File: src/rtl/spi_fifo_pkg.sv
package spi_fifo_pkg;

    // registered control state of the top level
    typedef struct packed {
        logic ovr;       // sticky overrun
        logic busy;      // automatic start/busy
        logic tx_flush;  // transmit flush pending
        logic rx_flush;  // receive flush pending
    } ctrl_state_t;

    localparam ctrl_state_t CTRL_RESET = '{ovr: 1'b0, busy: 1'b0, tx_flush: 1'b0, rx_flush: 1'b0};

endpackage

File: src/rtl/spi_word_fifo.sv
module spi_word_fifo #(
    parameter int DATA_W = 32,
    parameter int DEPTH  = 4,
    parameter int CNT_W  = 4
) (
    input  logic              clk,
    input  logic              rst_n,
    input  logic              flush,
    input  logic              push,
    input  logic [DATA_W-1:0] push_data,
    input  logic              pop,
    output logic [DATA_W-1:0] head,
    output logic [CNT_W-1:0]  count,
    output logic              full,
    output logic              empty,
    output logic              drop
);
    localparam int PTR_W = (DEPTH > 1) ? $clog2(DEPTH) : 1;
    localparam logic [PTR_W-1:0] LAST = PTR_W'(DEPTH - 1);
    localparam logic [CNT_W-1:0] FULL_CNT = CNT_W'(DEPTH);

    typedef struct packed {
        logic [DEPTH-1:0][DATA_W-1:0] mem;
        logic [PTR_W-1:0]             wr;
        logic [PTR_W-1:0]             rd;
        logic [CNT_W-1:0]             cnt;
    } fifo_state_t;

    fifo_state_t st_d, st_q;
    logic do_push, do_pop;

    always_comb begin
        st_d    = st_q;
        do_push = push && (st_q.cnt != FULL_CNT) && !flush;
        do_pop  = pop && (st_q.cnt != '0) && !flush;
        if (flush) begin
            st_d.wr  = '0;
            st_d.rd  = '0;
            st_d.cnt = '0;
        end else begin
            if (do_push) begin
                st_d.mem[st_q.wr] = push_data;
                st_d.wr = (st_q.wr == LAST) ? '0 : st_q.wr + 1'b1;
            end
            if (do_pop) begin
                st_d.rd = (st_q.rd == LAST) ? '0 : st_q.rd + 1'b1;
            end
            st_d.cnt = st_q.cnt + CNT_W'(do_push) - CNT_W'(do_pop);
        end
    end

    always_ff @(posedge clk or negedge rst_n) begin
        if (!rst_n) st_q <= '0;
        else        st_q <= st_d;
    end

    assign head  = st_q.mem[st_q.rd];
    assign count = st_q.cnt;
    assign full  = (st_q.cnt == FULL_CNT);
    assign empty = (st_q.cnt == '0);
    assign drop  = push && full && !flush;

endmodule

File: src/rtl/spi_rx_timeout.sv
module spi_rx_timeout #(
    parameter int TICKS = 64
) (
    input  logic clk,
    input  logic rst_n,
    input  logic nonempty,
    input  logic rd,
    input  logic flush,
    input  logic tick,
    input  logic clr,
    output logic flag
);
    localparam int TW = $clog2(TICKS + 1);
    localparam logic [TW-1:0] LAST_TICK = TW'(TICKS - 1);

    typedef struct packed {
        logic [TW-1:0] cnt;
        logic          flag;
    } tout_state_t;

    tout_state_t st_d, st_q;

    always_comb begin
        st_d = st_q;
        if (rd || flush || !nonempty) begin
            st_d.cnt = '0;
        end else if (tick && !st_q.flag) begin
            if (st_q.cnt == LAST_TICK) st_d.flag = 1'b1;
            else                       st_d.cnt  = st_q.cnt + 1'b1;
        end
        if (rd || clr) st_d.flag = 1'b0;
    end

    always_ff @(posedge clk or negedge rst_n) begin
        if (!rst_n) st_q <= '0;
        else        st_q <= st_d;
    end

    assign flag = st_q.flag;

endmodule

File: src/rtl/spi_fifo_ctrl.sv
module spi_fifo_ctrl
    import spi_fifo_pkg::*;
#(
    parameter int DATA_W     = 32,
    parameter int DEPTH      = 4,
    parameter int CNT_W      = 4,
    parameter int THR_W      = 2,
    parameter int TOUT_TICKS = 64
) (
    input  logic              clk,
    input  logic              rst_n,
    input  logic              fifo_mode,
    input  logic              master_mode,
    input  logic              tx_wr_en,
    input  logic [DATA_W-1:0] tx_wr_data,
    input  logic              rx_rd_en,
    output logic [DATA_W-1:0] rx_rd_data,
    input  logic              tx_flush_req,
    input  logic              rx_flush_req,
    output logic              tx_flush_pend,
    output logic              rx_flush_pend,
    input  logic              eng_tx_pop,
    output logic [DATA_W-1:0] eng_tx_data,
    input  logic              eng_rx_push,
    input  logic [DATA_W-1:0] eng_rx_data,
    input  logic              sclk_tick,
    input  logic [THR_W-1:0]  rx_thr,
    input  logic [THR_W-1:0]  tx_thr,
    input  logic              rx_thr_ie,
    input  logic              tx_thr_ie,
    input  logic              ovr_ie,
    input  logic              tout_ie,
    input  logic              ovr_clr,
    input  logic              tout_clr,
    output logic [CNT_W-1:0]  tx_count,
    output logic [CNT_W-1:0]  rx_count,
    output logic              tx_full,
    output logic              tx_empty,
    output logic              rx_full,
    output logic              rx_empty,
    output logic              rx_thr_sts,
    output logic              tx_thr_sts,
    output logic              ovr_flag,
    output logic              tout_flag,
    output logic              busy,
    output logic              irq_rx_thr,
    output logic              irq_tx_thr,
    output logic              irq_ovr,
    output logic              irq_tout
);
    ctrl_state_t ctl_d, ctl_q;

    logic [DATA_W-1:0] rx_head;
    logic              rx_drop;
    logic              tx_drop;
    logic              tx_push_ok, tx_pop_ok;
    logic [CNT_W-1:0]  tx_cnt_nxt;

    spi_word_fifo #(.DATA_W(DATA_W), .DEPTH(DEPTH), .CNT_W(CNT_W)) u_tx_fifo (
        .clk       (clk),
        .rst_n     (rst_n),
        .flush     (ctl_q.tx_flush),
        .push      (tx_wr_en),
        .push_data (tx_wr_data),
        .pop       (eng_tx_pop),
        .head      (eng_tx_data),
        .count     (tx_count),
        .full      (tx_full),
        .empty     (tx_empty),
        .drop      (tx_drop)
    );

    spi_word_fifo #(.DATA_W(DATA_W), .DEPTH(DEPTH), .CNT_W(CNT_W)) u_rx_fifo (
        .clk       (clk),
        .rst_n     (rst_n),
        .flush     (ctl_q.rx_flush),
        .push      (eng_rx_push),
        .push_data (eng_rx_data),
        .pop       (rx_rd_en),
        .head      (rx_head),
        .count     (rx_count),
        .full      (rx_full),
        .empty     (rx_empty),
        .drop      (rx_drop)
    );

    spi_rx_timeout #(.TICKS(TOUT_TICKS)) u_rx_tout (
        .clk      (clk),
        .rst_n    (rst_n),
        .nonempty (!rx_empty),
        .rd       (rx_rd_en),
        .flush    (ctl_q.rx_flush),
        .tick     (sclk_tick),
        .clr      (tout_clr),
        .flag     (tout_flag)
    );

    always_comb begin
        ctl_d = ctl_q;

        // flush controls stay set for exactly one cycle
        ctl_d.tx_flush = ctl_q.tx_flush ? 1'b0 : tx_flush_req;
        ctl_d.rx_flush = ctl_q.rx_flush ? 1'b0 : rx_flush_req;

        // sticky overrun, set wins over clear
        ctl_d.ovr = (ctl_q.ovr && !ovr_clr) || rx_drop;

        // busy follows the transmit occupancy after this edge
        tx_push_ok = tx_wr_en && !tx_full && !tx_drop && !ctl_q.tx_flush;
        tx_pop_ok  = eng_tx_pop && !tx_empty && !ctl_q.tx_flush;
        tx_cnt_nxt = ctl_q.tx_flush ? '0
                   : tx_count + CNT_W'(tx_push_ok) - CNT_W'(tx_pop_ok);
        ctl_d.busy = fifo_mode && master_mode && (tx_cnt_nxt != '0);
    end

    always_ff @(posedge clk or negedge rst_n) begin
        if (!rst_n) ctl_q <= CTRL_RESET;
        else        ctl_q <= ctl_d;
    end

    assign rx_rd_data    = rx_empty ? '0 : rx_head;
    assign tx_flush_pend = ctl_q.tx_flush;
    assign rx_flush_pend = ctl_q.rx_flush;
    assign ovr_flag      = ctl_q.ovr;
    assign busy          = ctl_q.busy;

    assign rx_thr_sts = (rx_count > CNT_W'(rx_thr));
    assign tx_thr_sts = (tx_count <= CNT_W'(tx_thr));

    assign irq_rx_thr = rx_thr_sts && rx_thr_ie;
    assign irq_tx_thr = tx_thr_sts && tx_thr_ie;
    assign irq_ovr    = ovr_flag && ovr_ie;
    assign irq_tout   = tout_flag && tout_ie;

endmodule

File: config.mk
export PLATFORM = sky130hd
export DESIGN_NAME = spi_fifo_ctrl
export DESIGN_NICKNAME = d
export VERILOG_FILES = /design/src/rtl/spi_fifo_pkg.sv /design/src/rtl/spi_word_fifo.sv /design/src/rtl/spi_rx_timeout.sv /design/src/rtl/spi_fifo_ctrl.sv
export SDC_FILE = /design/constraint.sdc
export NUM_CORES = 1
export LEC_CHECK = 0
export BUFFER_PORTS_ARGS = -buffer_cell sky130_fd_sc_hd__buf_4
export CAP_MARGIN = 20
export CORE_UTILIZATION = 54
export CTS_BUF_LIST = sky130_fd_sc_hd__clkbuf_4
export CTS_CLUSTER_DIAMETER = 30
export DETAILED_ROUTE_END_ITERATION = 10
export GPL_TIMING_DRIVEN = 1
export MAX_ROUTING_LAYER = met4
export PLACE_DENSITY = 0.78
export SETUP_SLACK_MARGIN = 0.2
export SLEW_MARGIN = 20
export SYNTH_ARGS = -nofsm -noshare
export SYNTH_HDL_FRONTEND = slang
export SYNTH_SLANG_ARGS = --single-unit
File: constraint.sdc
create_clock -name clk -period 2.44 [get_ports clk]
set_clock_uncertainty 0.05 [all_clocks]
set_input_delay 0.244 -clock clk [delete_from_list [all_inputs] [get_ports clk]]
set_output_delay 0.244 -clock clk [all_outputs]
set_load 0.05 [all_outputs]
==> results of run 1 <==
[worst max-delay path by stage]
| stage | start | endpoint | slack [ps] | cells after the start |
|---|---|---|---|---|
| 3_5_place_dp | u_tx_fifo.count[3] | busy | -40 | 13 |
| 5_1_grt | u_rx_fifo.st_q[4] | rx_rd_data[31] | -200 | 4 |
| 3_3_place_gp | u_tx_fifo.count[3] | busy | 30 | 12 |
| 6_report | u_rx_fifo.st_q[4] | rx_rd_data[13] | -130 | 4 |
| 4_1_cts | u_rx_fifo.st_q[4] | rx_rd_data[31] | -140 | 4 |
| 2_1_floorplan | u_tx_fifo.count[2] | busy | -400 | 12 |
[per-layer routing]
metal / GRT usage / routed length, um
met4: 0.112 / 1590
met5: - / 0
met1: 0.306 / 13900
met2: 0.466 / 19200
met3: 0.0612 / 2000
[cell families after synthesis]
kind of cell,share of synthesized area
compound gates,0.0120
xor+xnor,0.00464
fa+ha+maj,0.0330
buf+inv,0.0352
flops,0.538
mux,0.330
simple gates,0.0473
[critical path, stage by stage (launching register included)]
cell and delay (ps):
dfrtp_4 520, buf_8 170, mux4_2 510, nor2b_1 180
buf_4 190
[stage by stage]
step	hold WS, ps	cell area [um2]	TNS (ps)
after floorplan	-102	13300	-950
after global placement	155	15200	0
after detailed placement	157	15200	-35.1
after CTS	8.15	17700	-4430
after global routing	36.8	18800	-6510
final	26.9	18800	-2710
[state kept, by name, summed over array words and instances, names as in the netlist]
register,count
u_rx_tout.flag,1
busy,1
rx_flush_pend,1
u_tx_fifo.count,4
tx_flush_pend,1
u_rx_fifo.count,4
u_tx_fifo.st_q,132
ovr_flag,1
u_rx_tout.st_q,7
u_rx_fifo.st_q,132
[layout make-up]
class	count	area, um2	area share
antenna	3	7.51	0.000400
sequential	284	7110	0.379
timing repair buffer	343	3680	0.196
tap	319	399	0.0213
clock buffer	106	796	0.0424
inverter	23	96.3	0.00514
clock inverter	26	216	0.0115
multi-input combinational	498	6440	0.344
[placed cells by master, fill, tap and decap left out, types with 4 or more instances in the layout]
cell	count
nand2_4	6
nor2b_1	35
buf_8	22
dlygate4sd3_1	77
bufinv_16	4
ha_1	16
nor3b_4	4
o21ai_0	4
nor2b_4	4
clkbuf_4	107
nor2_1	13
mux2_2	133
buf_16	4
clkinv_1	16
inv_1	10
nand3_1	4
nand2_1	12
inv_2	9
buf_6	58
clkbuf_16	8
a21oi_1	9
ha_4	12
clkinv_2	4
or3_1	7
buf_4	148
mux4_2	64
mux2_4	123
dfrtp_1	280
buf_12	25
inv_4	4
[what timing repair did]
item | in CTS | in global routing
buffers inserted | 24 | 9
resized for setup | 133 | 181
gates cloned | 4 | 11
hold endpoints to repair | 559 | 0
endpoints found under the setup margin | 76 | 309
pin swaps | 14 | 19
hold buffers | 77 | 0
[report_power, final]
part           internal (uW)  switching (uW)
logic                   8560            8900
registers               6870            1350
clock network           2440            2020
total                  17900           12300
==> flow_metrics.env, run 1 <==
export IMPL_status="complete, but fails checks"
export IMPL_clock_fmax_ghz=0.389
export IMPL_drv_slew=0
export IMPL_worst_pin_slew_ps=640
export IMPL_power_density_mw_per_mm2=1610
export IMPL_htree_levels=3
export IMPL_grt_ovfl_total=0
export IMPL_rr_worst_depth=11
export IMPL_syn_avg_cell_area_um2=15.4
export IMPL_wl_per_cell_um=22.9
export IMPL_yosys_warnings=0
export IMPL_dieArea_mm2=0.0251
export IMPL_grtUsageTotal=0.271
export IMPL_ys_top_cells_by_area="dfrtp_1, mux2_2, mux4_2"
export IMPL_route_antenna_remaining_nets=0
export IMPL_leakage_uw=0.00894
export IMPL_place_gp_congestion=0.771
export IMPL_timing_rr_start="u_rx_fifo.count[3]"
export IMPL_vias_per_cell=5.67
export IMPL_crit_path_max_fanout=7
export IMPL_fill_cells=1213
export IMPL_seq_area_frac_synth=0.538
export IMPL_grt_start_max_net_pins=55
export IMPL_final_util=0.790
export IMPL_start_util=0.556
export IMPL_clkLatencyLatePin_ps=690
export IMPL_cts_root_buf="clkbuf_4"
export IMPL_synthToLayoutAreaGrowth_pct=42.0
export IMPL_setup_viol=36
export IMPL_io_buffers=171
export IMPL_synth_top_area_share=0.538
export IMPL_wirelength_um=36700
export IMPL_peakVddDrop_mv=1.27
export IMPL_synth_top_area_cell="dfrtp_1"
export IMPL_cts_buffers=77
export IMPL_place_inst=1342
export IMPL_num_io_pins=172
export IMPL_ys_types=42
export IMPL_synth_common_cells="dfrtp_1, mux2_2, mux4_2, nor2b_1, ha_1"
export IMPL_coreArea_mm2=0.0238
export IMPL_slew_headroom=0.570
export IMPL_finalHoldViolations=0
export IMPL_grt_antenna_before_repair=1
export IMPL_synth_seq_cells=284
export IMPL_vias=9077
export IMPL_hp_class="in2async"
export IMPL_die_w_um=158
export IMPL_synthArstFlopShare=1.00
export IMPL_drt_iter0_drc=463
export IMPL_end_kind="output port"
export IMPL_dp_hpwl_um=18100
export IMPL_cts_tree="done"
export IMPL_stdcell_count=1602
export IMPL_die_y_um=158
export IMPL_std_cell_rows=56
export IMPL_final_nets=1345
export IMPL_synth_cells=859
export IMPL_cts_sinks=284
export IMPL_drtPass1Iterations=7
export IMPL_worst_slack_ps=-130
export IMPL_total_power_uw=30100
export IMPL_cap_violations=0
export IMPL_period_minus_slack_ps=2570
export IMPL_netlist_area_mm2=0.0132
export IMPL_grt_first_pass_wirelength_um=49900
export IMPL_rsz0062_at_grt="true"
export IMPL_first_global_vias=9741
export IMPL_place_ws_ps=-35.1
export IMPL_yosysMostFrequentCell="dfrtp_1"
export IMPL_clk_path_buf_depth=3
export IMPL_synth_nets=977
export IMPL_path_clk_slew_ps=80
export IMPL_period_share=1.05
export IMPL_drive_gt1_frac=0.600
export IMPL_crit_arrival_ps=2280
export IMPL_failed_checks="setup timing"
export IMPL_required_ps=2150
export IMPL_start_kind="flip-flop"
export IMPL_rrSetupSlack_ps=10
export IMPL_ys_flop_type="dfrtp_1"
export IMPL_criticalPathCategory="reg2out"
export IMPL_drc_errors=0
export IMPL_worstReg2RegEnd="u_rx_fifo.st_q[113]"
export IMPL_synth_edf_count=0
(Power assumes the default switching activity.)
==> run 2, diff against run 1 <==
==> constraint.sdc (replaced) <==
create_clock -name clk -period 2.44 [get_ports clk]
set_clock_uncertainty 0.05 [all_clocks]
set_input_delay 0.122 -clock clk [delete_from_list [all_inputs] [get_ports clk]]
set_output_delay 0.122 -clock clk [all_outputs]
set_load 0.05 [all_outputs]
==> flow_metrics.env, run 2 (synthesis results as in run 1) <==
export IMPL_drtPass1Iterations=5
export IMPL_clk_path_buf_depth=3
export IMPL_route_antenna_remaining_nets=0
export IMPL_peakVddDrop_mv=1.22
export IMPL_grt_ovfl_total=0
export IMPL_worstReg2RegEnd="u_rx_fifo.count[1]"
export IMPL_cts_root_buf="clkbuf_4"
export IMPL_clock_fmax_ghz=0.393
export IMPL_grtUsageTotal=0.272
export IMPL_start_kind="flip-flop"
export IMPL_finalHoldViolations=0
export IMPL_dr_max_layer_used="met4"
export IMPL_required_ps=2920
export IMPL_drc_errors=0
export IMPL_stdcell_count=1600
export IMPL_crit_arrival_ps=3030
export IMPL_failed_checks="setup timing"
export IMPL_wl_met2_um=18700
export IMPL_cts_sinks=284
export IMPL_holdCritStartpoint="tout_clr"
export IMPL_cts_tree="done"
export IMPL_drive_gt1_frac=0.623
export IMPL_drv_slew=0
export IMPL_top_regs="u_rx_fifo.st_q (132), u_tx_fifo.st_q (132), u_rx_tout.st_q (7)"
export IMPL_vias=8959
export IMPL_final_common_cell="dfrtp_1"
export IMPL_die_w_um=158
export IMPL_num_io_pins=172
export IMPL_grt_first_pass_wirelength_um=49900
export IMPL_cap_violations=0
export IMPL_place_ws_ps=-62.5
export IMPL_drt_met1_wl_um=13400
export IMPL_holdPathEnd="u_rx_tout.flag"
export IMPL_worst_pin_slew_ps=657
export IMPL_place_inst=1333
export IMPL_dieArea_mm2=0.0251
export IMPL_setup_viol=23
export IMPL_met3WireLength_um=1920
export IMPL_wirelength_um=35000
export IMPL_wl_per_cell_um=21.9
export IMPL_coreArea_mm2=0.0238
export IMPL_dp_hpwl_um=17600
export IMPL_slew_headroom=0.559
export IMPL_start_util=0.556
export IMPL_vias_per_cell=5.60
export IMPL_std_cell_rows=56
export IMPL_period_minus_slack_ps=2550
export IMPL_htree_levels=3
export IMPL_crit_path_max_fanout=5
export IMPL_drt_iter0_drc=424
export IMPL_final_nets=1345
export IMPL_timing_rr_start="u_rx_fifo.count[3]"
export IMPL_rrSetupSlack_ps=-110
export IMPL_io_buffers=171
export IMPL_clkLatencyLatePin_ps=700
export IMPL_cts_buffers=79
export IMPL_die_y_um=158
export IMPL_hold_depth=3
export IMPL_grt_antenna_before_repair=2
export IMPL_worst_slack_ps=-105
export IMPL_period_share=1.04
export IMPL_rsz0062_at_grt="true"
export IMPL_end_kind="flip-flop"
export IMPL_rr_worst_depth=11
export IMPL_status="complete, but fails checks"
export IMPL_synthToLayoutAreaGrowth_pct=40.5
export IMPL_grt_start_max_net_pins=74
export IMPL_mostFrequentLayoutCells="dfrtp_1, mux2_2, buf_4, clkbuf_4, dlygate4sd3_1"
export IMPL_leakage_uw=0.00847
export IMPL_hp_class="in2reg"
export IMPL_startpoint="u_rx_fifo.count[3]"
export IMPL_criticalPathCategory="reg2reg"
export IMPL_path_clk_slew_ps=80
export IMPL_place_gp_congestion=0.810
export IMPL_power_density_mw_per_mm2=1650
export IMPL_first_global_vias=9644
[run 2: cell types whose count changed in the layout (fill, tap and decap cells not counted), moves of 6 or more]
cell and delta:
buf_8 +25, nor2b_1 -30, buf_6 -20, mux2_2 +117, clkinv_1 -11, nor2b_4 +29
mux2_4 -123, buf_4 -6, clkbuf_4 +12, mux2_1 +6
[run 2: per-layer routing]
metal  track usage  up-vias
li1              -     3913
met1         0.305     4657
met2         0.467      303
met3        0.0713       86
met4         0.104        0
met5             -        -
[run 2: timing repair]
action / 4_1_cts / 5_1_grt
resized for setup: 181 / 83
buffers inserted: 29 / 10
hold endpoints to repair: 560 / 0
cloned: 8 / 7
endpoints found under the setup margin: 118 / 150
pin swaps: 10 / 10
hold buffers: 78 / 0
[run 2: power by group]
group / internal, uW / total (uW) / switching, uW
Clock: 2320 / 4290 / 1980
Sequential: 6870 / 8100 / 1230
Combinational: 9080 / 18200 / 9110
Total: 18300 / 30600 / 12300
[run 2: final cells by class]
type	count	area, um2
Clock buffer	119	893
Timing Repair Buffer	341	3800
Inverter	23	91.3
Sequential cell	284	7120
Clock inverter	14	90.1
Tap cell	319	399
Fill cell	1289	5200
Antenna cell	2	5.00
Multi-Input combinational cell	498	6160
[run 2: critical path, stage by stage, from the launching register on]
cell and delay, ps:
dfrtp_1 390, inv_2 90, ha_4 140, nor3b_4 380
nand2b_4 230, nor2_4 40, ha_4 220, inv_2 60
ha_4 140, inv_2 50, fa_2 530, nor2_1 40
[run 2: how the worst max path moves through the flow]
| stage | endpoint | slack [ps] |
|---|---|---|
| 2_1_floorplan | busy | -400 |
| 3_3_place_gp | busy | 40 |
| 3_5_place_dp | busy | -60 |
| 4_1_cts | rx_rd_data[7] | -20 |
| 5_1_grt | busy | -200 |
| 6_report | u_rx_fifo.count[1] | -110 |
[run 2: per-stage QoR]
| step | total power [uW] | hold WS (ps) | instance area, um2 | setup TNS [ps] | util |
|---|---|---|---|---|---|
| 2_1_floorplan | 18000 | -224 | 13300 | -951 | - |
| 3_3_place_gp | 21300 | 55.6 | 15000 | 0 | 0.633 |
| 3_5_place_dp | 21700 | 58.2 | 15000 | -62.5 | 0.633 |
| 4_1_cts | 28900 | 66.9 | 18000 | -105 | 0.756 |
| 5_1_grt | 31900 | 71.8 | 18600 | -3680 | 0.781 |
| 6_report | 30600 | 111 | 18600 | -818 | 0.781 |
